### config.mk
export PLATFORM = sky130hd
export DESIGN_NAME = clkdiv_bank
export DESIGN_NICKNAME = d
export VERILOG_FILES = /design/src/rtl/clkdiv_pkg.sv /design/src/rtl/clkdiv_chan.sv /design/src/rtl/clkdiv_status.sv /design/src/rtl/clkdiv_regs.sv /design/src/rtl/clkdiv_bank.sv
export SDC_FILE = /design/constraint.sdc
export NUM_CORES = 1
export LEC_CHECK = 0
export ABC_AREA = 0
export BUFFER_PORTS_ARGS = -buffer_cell sky130_fd_sc_hd__buf_4
export CAP_MARGIN = 20
export CORE_ASPECT_RATIO = 1.1
export CORE_MARGIN = 2
export CORE_UTILIZATION = 50
export CTS_CLUSTER_SIZE = 8
export DETAILED_ROUTE_END_ITERATION = 6
export HOLD_SLACK_MARGIN = 0.1
export PLACE_DENSITY_LB_ADDON = 0.12
export SYNTH_ARGS = -nofsm -noshare
export SYNTH_HDL_FRONTEND = slang
export SYNTH_SLANG_ARGS = --single-unit
### constraint.sdc
create_clock -name clk_ref -period 5.15 [get_ports clk_ref]
set_clock_uncertainty 0.1 [all_clocks]
set_input_delay 1.03 -clock clk_ref [delete_from_list [all_inputs] [get_ports clk_ref]]
set_output_delay 1.03 -clock clk_ref [all_outputs]
set_load 0.05 [all_outputs]
### src/rtl/clkdiv_pkg.sv
package clkdiv_pkg;
   localparam int CODE_W    = 3;
   localparam int MAX_SHIFT = (1 << CODE_W) - 2;
   localparam int MAX_RATIO = 1 << MAX_SHIFT;
   localparam int CNT_W     = MAX_SHIFT - 1;
   localparam int LAT_W     = $clog2(2 + 3 * MAX_RATIO + 1);

   typedef logic [CODE_W-1:0] code_t;

   function automatic logic is_unity(code_t c);
      return (c <= code_t'(1));
   endfunction

   function automatic int ratio_of(code_t c);
      if (is_unity(c)) return 1;
      return 1 << (int'(c) - 1);
   endfunction

   function automatic logic [CNT_W-1:0] half_m1_of(code_t c);
      if (is_unity(c)) return '0;
      return CNT_W'((1 << (int'(c) - 2)) - 1);
   endfunction

   function automatic logic [LAT_W-1:0] lat_lim(code_t c, logic turning_on);
      int r;
      r = ratio_of(c);
      return turning_on ? LAT_W'(2 + 3 * r) : LAT_W'(3 * r);
   endfunction
endpackage

### src/rtl/clkdiv_chan.sv
module clkdiv_chan
   import clkdiv_pkg::*;
(
   input  logic  clk_ref,
   input  logic  rst_n,
   input  code_t code_i,
   input  logic  en_i,
   output logic  clk_o,
   output logic  slow_o,
   output logic  fast_o
);
   code_t            eff_q, eff_d;
   logic [CNT_W-1:0] cnt_q, cnt_d;
   logic             ph_q, ph_d;
   logic             open_q, open_d;
   logic             slow_q, fast_q;
   logic             unity, active, wrap;

   assign unity  = is_unity(eff_q);
   assign active = en_i | open_q;
   assign wrap   = (cnt_q == half_m1_of(eff_q));

   always_comb begin
      eff_d  = eff_q;
      cnt_d  = cnt_q;
      ph_d   = ph_q;
      open_d = open_q;
      if (!active) begin
         eff_d = code_i;
         cnt_d = '0;
         ph_d  = 1'b0;
      end else if (unity) begin
         eff_d  = code_i;
         cnt_d  = '0;
         ph_d   = 1'b0;
         open_d = en_i;
      end else begin
         if (wrap) begin
            cnt_d = '0;
            ph_d  = ~ph_q;
            if (ph_q) eff_d = code_i;
         end else begin
            cnt_d = cnt_q + CNT_W'(1);
         end
         if (!ph_q) open_d = en_i;
      end
   end

   always_ff @(posedge clk_ref or negedge rst_n) begin
      if (!rst_n) begin
         eff_q  <= '0;
         cnt_q  <= '0;
         ph_q   <= 1'b0;
         open_q <= 1'b0;
         slow_q <= 1'b0;
      end else begin
         eff_q  <= eff_d;
         cnt_q  <= cnt_d;
         ph_q   <= ph_d;
         open_q <= open_d;
         slow_q <= open_d & ph_d;
      end
   end

   always_ff @(negedge clk_ref or negedge rst_n) begin
      if (!rst_n) fast_q <= 1'b0;
      else        fast_q <= open_q & unity;
   end

   assign clk_o  = fast_q ? clk_ref : slow_q;
   assign slow_o = slow_q;
   assign fast_o = fast_q;
endmodule

### src/rtl/clkdiv_status.sv
module clkdiv_status
   import clkdiv_pkg::*;
(
   input  logic  clk_ref,
   input  logic  rst_n,
   input  code_t code_i,
   input  logic  en_i,
   output logic  running_o
);
   logic [LAT_W-1:0] lat_q;
   logic [LAT_W-1:0] lim;
   logic             run_q;

   assign lim = lat_lim(code_i, en_i);

   always_ff @(posedge clk_ref or negedge rst_n) begin
      if (!rst_n) begin
         lat_q <= '0;
         run_q <= 1'b0;
      end else if (en_i == run_q) begin
         lat_q <= '0;
      end else if (lat_q == lim - LAT_W'(1)) begin
         run_q <= en_i;
         lat_q <= '0;
      end else begin
         lat_q <= lat_q + LAT_W'(1);
      end
   end

   assign running_o = run_q;
endmodule

### src/rtl/clkdiv_regs.sv
module clkdiv_regs
   import clkdiv_pkg::*;
#(
   parameter int N_CH        = 3,
   parameter int ADDR_W      = 16,
   parameter int STRIDE_LOG2 = 8,
   parameter int DATA_W      = 8,
   parameter int DIV_OFS     = 'h43,
   parameter int EN_OFS      = 'h46,
   parameter int EN_BIT      = 7
) (
   input  logic                    clk_ref,
   input  logic                    rst_n,
   input  logic [ADDR_W-1:0]       reg_addr,
   input  logic [DATA_W-1:0]       reg_wdata,
   input  logic                    reg_wr,
   input  logic                    reg_rd,
   output logic [DATA_W-1:0]       reg_rdata,
   output code_t [N_CH-1:0]        code_o,
   output logic  [N_CH-1:0]        en_o
);
   localparam int SEL_W = ADDR_W - STRIDE_LOG2;

   logic [SEL_W-1:0]       sel;
   logic [STRIDE_LOG2-1:0] ofs;
   logic                   hit_div, hit_en;
   logic                   unused_wdata;

   assign sel          = reg_addr[ADDR_W-1:STRIDE_LOG2];
   assign ofs          = reg_addr[STRIDE_LOG2-1:0];
   assign hit_div      = (ofs == STRIDE_LOG2'(DIV_OFS));
   assign hit_en       = (ofs == STRIDE_LOG2'(EN_OFS));
   assign unused_wdata = ^reg_wdata;

   for (genvar i = 0; i < N_CH; i++) begin : g_reg
      code_t code_q;
      logic  en_q;
      logic  mine;
      assign mine = reg_wr && (sel == SEL_W'(i));
      always_ff @(posedge clk_ref or negedge rst_n) begin
         if (!rst_n) begin
            code_q <= '0;
            en_q   <= 1'b0;
         end else if (mine) begin
            if (hit_div) code_q <= reg_wdata[CODE_W-1:0];
            if (hit_en)  en_q   <= reg_wdata[EN_BIT];
         end
      end
      assign code_o[i] = code_q;
      assign en_o[i]   = en_q;
   end

   always_comb begin
      reg_rdata = '0;
      if (reg_rd) begin
         for (int i = 0; i < N_CH; i++) begin
            if (sel == SEL_W'(i)) begin
               if (hit_div) reg_rdata[CODE_W-1:0] = code_o[i];
               if (hit_en)  reg_rdata[EN_BIT]     = en_o[i];
            end
         end
      end
   end
endmodule

### src/rtl/clkdiv_bank.sv
module clkdiv_bank
   import clkdiv_pkg::*;
#(
   parameter int N_CH        = 3,
   parameter int ADDR_W      = 16,
   parameter int STRIDE_LOG2 = 8,
   parameter int DATA_W      = 8,
   parameter int DIV_OFS     = 'h43,
   parameter int EN_OFS      = 'h46,
   parameter int EN_BIT      = 7
) (
   input  logic              clk_ref,
   input  logic              rst_n,
   input  logic [ADDR_W-1:0] reg_addr,
   input  logic [DATA_W-1:0] reg_wdata,
   input  logic              reg_wr,
   input  logic              reg_rd,
   output logic [DATA_W-1:0] reg_rdata,
   output logic [N_CH-1:0]   clk_out,
   output logic [N_CH-1:0]   running
);
   if (N_CH < 1 || N_CH > (1 << (ADDR_W - STRIDE_LOG2))) begin : g_bad_n
      $error("clkdiv_bank: N_CH does not fit the address map");
   end
   if (EN_BIT >= DATA_W || CODE_W > DATA_W) begin : g_bad_w
      $error("clkdiv_bank: register fields exceed DATA_W");
   end
   if (DIV_OFS == EN_OFS || DIV_OFS >= (1 << STRIDE_LOG2) || EN_OFS >= (1 << STRIDE_LOG2)) begin : g_bad_ofs
      $error("clkdiv_bank: register offsets overlap or leave the window");
   end

   code_t [N_CH-1:0] code_vec;
   logic  [N_CH-1:0] en_vec;
   logic  [N_CH-1:0] slow_vec;
   logic  [N_CH-1:0] fast_vec;

   clkdiv_regs #(
      .N_CH(N_CH), .ADDR_W(ADDR_W), .STRIDE_LOG2(STRIDE_LOG2), .DATA_W(DATA_W),
      .DIV_OFS(DIV_OFS), .EN_OFS(EN_OFS), .EN_BIT(EN_BIT)
   ) u_regs (
      .clk_ref(clk_ref), .rst_n(rst_n), .reg_addr(reg_addr), .reg_wdata(reg_wdata),
      .reg_wr(reg_wr), .reg_rd(reg_rd), .reg_rdata(reg_rdata),
      .code_o(code_vec), .en_o(en_vec)
   );

   for (genvar i = 0; i < N_CH; i++) begin : g_ch
      clkdiv_chan u_chan (
         .clk_ref(clk_ref), .rst_n(rst_n), .code_i(code_vec[i]), .en_i(en_vec[i]),
         .clk_o(clk_out[i]), .slow_o(slow_vec[i]), .fast_o(fast_vec[i])
      );
      clkdiv_status u_stat (
         .clk_ref(clk_ref), .rst_n(rst_n), .code_i(code_vec[i]), .en_i(en_vec[i]),
         .running_o(running[i])
      );
   end
endmodule

# Word level (Yosys, flattened, before mapping)
# Index checks and enable logic that the tools add are counted.
dict set report classes {
  add_sub_neg 21
  multipliers 3
  n_lt_le_gt_ge 6
  n_eq_ne 19
  shifts 6
  muxes 83
  bitwise_logic 15
  n_reduce_logical 16
}
# cell count
set op_table {}
lappend op_table {{$mul 3x32->8 const A} 3}
lappend op_table {{$mux 32} 3}
lappend op_table {{$shl 1x32->32 const A} 3}
lappend op_table {{$shl 1x32->5 const A} 3}
lappend op_table {{$mux 5} 15}
lappend op_table {{$mux 8} 9}
lappend op_table {{$mux 3} 19}
lappend op_table {{$mux 1} 37}
lappend op_table {{$add 3x8->8 const A} 3}
lappend op_table {{$add 8x1->8 const B} 3}
lappend op_table {{$eq 8x8->1} 3}
lappend op_table {{$reduce_and 2->1} 12}
lappend op_table {{$sub 8x1->8 const B} 3}
lappend op_table {{$le 3x1->1 const B} 6}
lappend op_table {{$eq 8x7->1 const B} 2}
lappend op_table {{$add 5x1->5 const B} 3}
lappend op_table {{$eq 5x5->1} 3}
lappend op_table {{$sub 5x2->5 const B} 3}
lappend op_table {{$sub 3x1->4 const B} 3}
lappend op_table {{$sub 3x2->4 const B} 3}
lappend op_table {{$ne 3x1->1 const B} 3}
lappend op_table {{$ne 3x2->1 const B} 3}
lappend op_table {{$eq 8x1->1 const B} 1}
lappend op_table {{$eq 8x2->1 const B} 1}
lappend op_table {{other kinds (6)} 22}
dict set report word_totals {
  regBits 75
  in_bits 28
  elab_cells 199
}

# Logic depth before layout (Yosys ltp)
dict set report depth {
  word_depth 10
  ltp_mapped 19
  ltp_nobuf 17
}

# Modules after synthesis
# A second synthesis with hierarchy kept.
dict set report unflattened {
  hier_cells 738
  hier_area_um2 7039.3
}
# module instances cells_per_inst area_each_um2 seq_area_each_um2
set by_module_without_submodules {}
lappend by_module_without_submodules {clkdiv_chan 3 90 850.8 300.3}
lappend by_module_without_submodules {{clkdiv_status (g_ch[0].u_stat ...)} 2 132 1247.4 225.2}
lappend by_module_without_submodules {{clkdiv_status (g_ch[1].u_stat)} 1 131 1214.9 225.2}
lappend by_module_without_submodules {clkdiv_regs 1 73 777.0 300.3}

==> flow_summary.yaml <==
grt:
  grt_pass1_vias: 5257
  grt_pass1_wl_um: 23400
  grt_usage_pct: 21.0
  antenna_found_initial: 0
  grt_max_degree: 27
  globalRouteOverflowTotal: 0
synthesis:
  synth_edf_count: 0
  ys_seq_area_share_pct: 28.8
  syn_area_um2: 6530
  avgSynthCellArea_um2: 9.24
  synth-xor-area-share_pct: 15.7
  synth.area.mux_share_pct: 4.77
  synth_simple_gate_area_share_pct: 21.2
  ys.flop_type: "dfrtp_1"
  synth_cell_type_count: 74
  synth_compound_area_share_pct: 11.1
  synth.top_cell.area_share_pct: 27.6
  synth_top_family_by_area: "simple AND/OR/NAND/NOR gates"
  ys_seq_elements: 75
  synth_top_area_cell: "dfrtp_1"
  synthCells: 706
  yosysWarnings: 0
  ys_top_cells_by_area: "dfrtp_1, ha_1, xnor2_1, xor2_1, nor2_1"
  synth_fa_ha_area_share_pct: 14.5
  ys_async_sr_fraction_pct: 100
clock_tree:
  clkTransAtPathRegs_ns: 0.06
  clock_latency_ns: 0.45
  ctsHoldBuffers: 0
  cts_tree: "yes"
placement:
  preCtsSetupSlack_ns: -0.0505
  io_buffers: 33
  hpwl_um: 10400
  gp_congestion: 0.822
flow_run:
  drv_cap: 0
final_layout:
  seq_area_um2: 1880
  nets: 857
  antennaDiodeCount: 0
  fin_util_pct: 58.5
  multiInputGateArea_um2: 4440
  drive_gt1_share_pct: 14.2
  layout_common_cells: "nor2_1, ha_1, dfrtp_1"
  n_fill_cell: 1114
  syn_to_final_growth_pct: 13.8
  layout_commonest_cell: "nor2_1"
timing:
  hold_violations: 0
  setup_violations: 0
  slew_headroom_pct: 56.8
  setup_ws_ns: 0.0441
  tightest_slew_ns: 0.648
  drv_slew: 0
  setup_tns_ns: 0
  rsz0062_at_grt: "no"
worst_hold_path:
  hold_class: "in2async"
routing:
  drt-initial-drc-count: 221
  drc: 2
  routed_wirelength_um: 13600
  wl_per_cell_um: 14.9
  vias: 5144
  dr.pass1.iters: 6
  ant_nets: 0
  vias_per_cell: 5.60
run_status:
  violations: "design-rule violations"
  run_status: "finished with violations"
critical_path:
  start_kind: "register"
  r2r_end: "g_ch[2].u_stat.running_o$_DFFE_PN0P_"
  crit_chain: "mux2_2 -> buf_4"
  r2r_setup_slack_ns: 0.27
  r2r_cells: 15
  crit_required_ns: 4.02
  arrival_ns: 3.98
  max_stage_delay_ns: 0.40
  cp_top_family: "flip-flops"
  r2r_start: "u_regs.g_reg[2].code_q[0]$_DFFE_PN0P_"
  end_kind: "output port"
  worstPathMaxFanout: 1
  path_class: "reg2out"
  crit_slowest_cell: "dfrtn_1"
  path_buf_inv: 1
power_and_ir_drop:
  p_sw_mw: 0.343
  p_clk_share_pct: 55.2
  power.density_nw_per_um2: 191
  vdd_ir_drop_max_uv: 130
  intPower_mw: 1.08
  p_sw_share_pct: 24.2
  seqPwrFrac_pct: 41.6
  share_comb_of_total_power_pct: 3.2
  leakage_nw: 3.57
floorplan:
  core_area_um2: 12700
  die_y_um: 124
  pin_count: 42
  fp-row-count: 43
  fp.dieArea_um2: 14000
  fp.dieW_um: 113
  start_util_pct: 51.4
## cell type report
| cell class | count | area share, % |
|---|---|---|
| Inverter | 37 | 1.87 |
| Sequential cell | 75 | 25.3 |
| Clock inverter | 7 | 0.775 |
| Clock buffer | 17 | 4.73 |
| Timing Repair Buffer | 48 | 4.85 |
| Multi-Input combinational cell | 577 | 59.8 |
| Tap cell | 157 | 2.65 |
## per-layer routing
| metal | vias to the layer above | part of all wire (%) | GRT usage [%] |
|---|---|---|---|
| met3 | 31 | 2.7 | 4.48 |
| met1 | 2479 | 44 | 24.1 |
| met2 | 55 | 51 | 37.3 |
| li1 | 2579 | - | - |
| met5 | - | 0 | 0 |
| met4 | 0 | 3.0 | 10.9 |
## what timing repair did
action | in CTS | in global routing
resized for setup | 1 | 9
endpoints found under the setup margin | 1 | 27
buffers inserted | 0 | 2
## state kept, by name, indices dropped and copies added (netlist names)
signal                 count
g_ch.u_chan.cnt_q         15
g_ch.u_chan.eff_q          9
g_ch.u_chan.fast_o         3
g_ch.u_chan.open_q         3
g_ch.u_chan.ph_q           3
g_ch.u_chan.slow_o         3
g_ch.u_stat.lat_q         24
g_ch.u_stat.running_o      3
u_regs.g.code_q            9
u_regs.g.en_q              3
## worst register-to-register path: stages (launching register included)
cell and delay (ns):
dfrtp_1 0.35, inv_1 0.10, ha_1 0.21, ha_1 0.22
a2111oi_2 0.42, and2_1 0.22, ha_1 0.25, ha_1 0.23
fa_1 0.51, and4_1 0.21, or4b_1 0.50, xor2_2 0.25
mux2_4 0.33, o221a_4 0.30, nor3_1 0.24, mux2_1 0.34
## power by group through the flow
stage	Sequential, mW	Combinational, mW	Clock [mW]
3_5_place_dp	0.600	0.0458	0.000384
2_1_floorplan	0.601	0.0169	0.000384
4_1_cts	0.589	0.0458	0.814
6_report	0.590	0.0450	0.783
5_1_grt	0.589	0.0502	0.831
3_3_place_gp	0.600	0.0450	0.000384
## kinds of logic (layout without fill, tap and decap cells)
logic type	after synthesis	after routing
flops	75	75
fa+ha+maj	74	74
compound gates	102	102
xor+xnor	107	107
simple gates	261	261
other cells	1	4
mux	29	29
buf+inv	57	109
## through the flow
stage,cells,hold slack [ns],instance area (µm²),power [mW]
after floorplan,709,0.368,6540,0.618
after global placement,895,0.395,6990,0.646
after detailed placement,895,0.409,6990,0.647
after CTS,916,0.378,7370,1.45
after global routing,918,0.390,7430,1.47
final,918,0.381,7430,1.42
## cell usage after synthesis, types with 4 or more instances
| cell type | count |
|---|---|
| nand2b_1 | 12 |
| or4_1 | 5 |
| buf_4 | 10 |
| and3_1 | 12 |
| and2_1 | 17 |
| nor2_1 | 80 |
| or2_2 | 4 |
| or3_1 | 7 |
| nand2_1 | 35 |
| and4_1 | 4 |
| nor3_1 | 19 |
| o21bai_1 | 4 |
| nand3_1 | 21 |
| dfrtp_1 | 72 |
| nand3b_1 | 5 |
| xor2_1 | 40 |
| mux2i_1 | 15 |
| inv_1 | 37 |
| a21oi_1 | 16 |
| clkbuf_1 | 6 |
| o21ai_0 | 24 |
| xnor2_1 | 61 |
| a21o_1 | 5 |
| nand4_1 | 5 |
| nor4b_1 | 7 |
| mux2_2 | 12 |
| o21ba_2 | 4 |
| nor3b_1 | 9 |
| o22ai_1 | 5 |
| nor2b_1 | 5 |
| a31oi_1 | 6 |
| ha_1 | 71 |
## how the worst max path moves through the flow
| stage | from | to | depth (start not counted) |
|---|---|---|---|
| 2_1_floorplan | u_regs.g_reg[2].code_q[0]$_DFFE_PN0P_ | g_ch[2].u_stat.running_o$_DFFE_PN0P_ | 16 |
| 3_3_place_gp | u_regs.g_reg[2].code_q[0]$_DFFE_PN0P_ | g_ch[2].u_stat.running_o$_DFFE_PN0P_ | 16 |
| 3_5_place_dp | u_regs.g_reg[2].code_q[0]$_DFFE_PN0P_ | g_ch[2].u_stat.running_o$_DFFE_PN0P_ | 16 |
| 4_1_cts | g_ch[2].u_chan.fast_o$_DFF_NN0_ | clk_out[2] | 2 |
| 5_1_grt | g_ch[1].u_chan.fast_o$_DFF_NN0_ | clk_out[1] | 2 |
| 6_report | g_ch[1].u_chan.fast_o$_DFF_NN0_ | clk_out[1] | 2 |
Note: power is estimated with default switching activity, not from simulation.
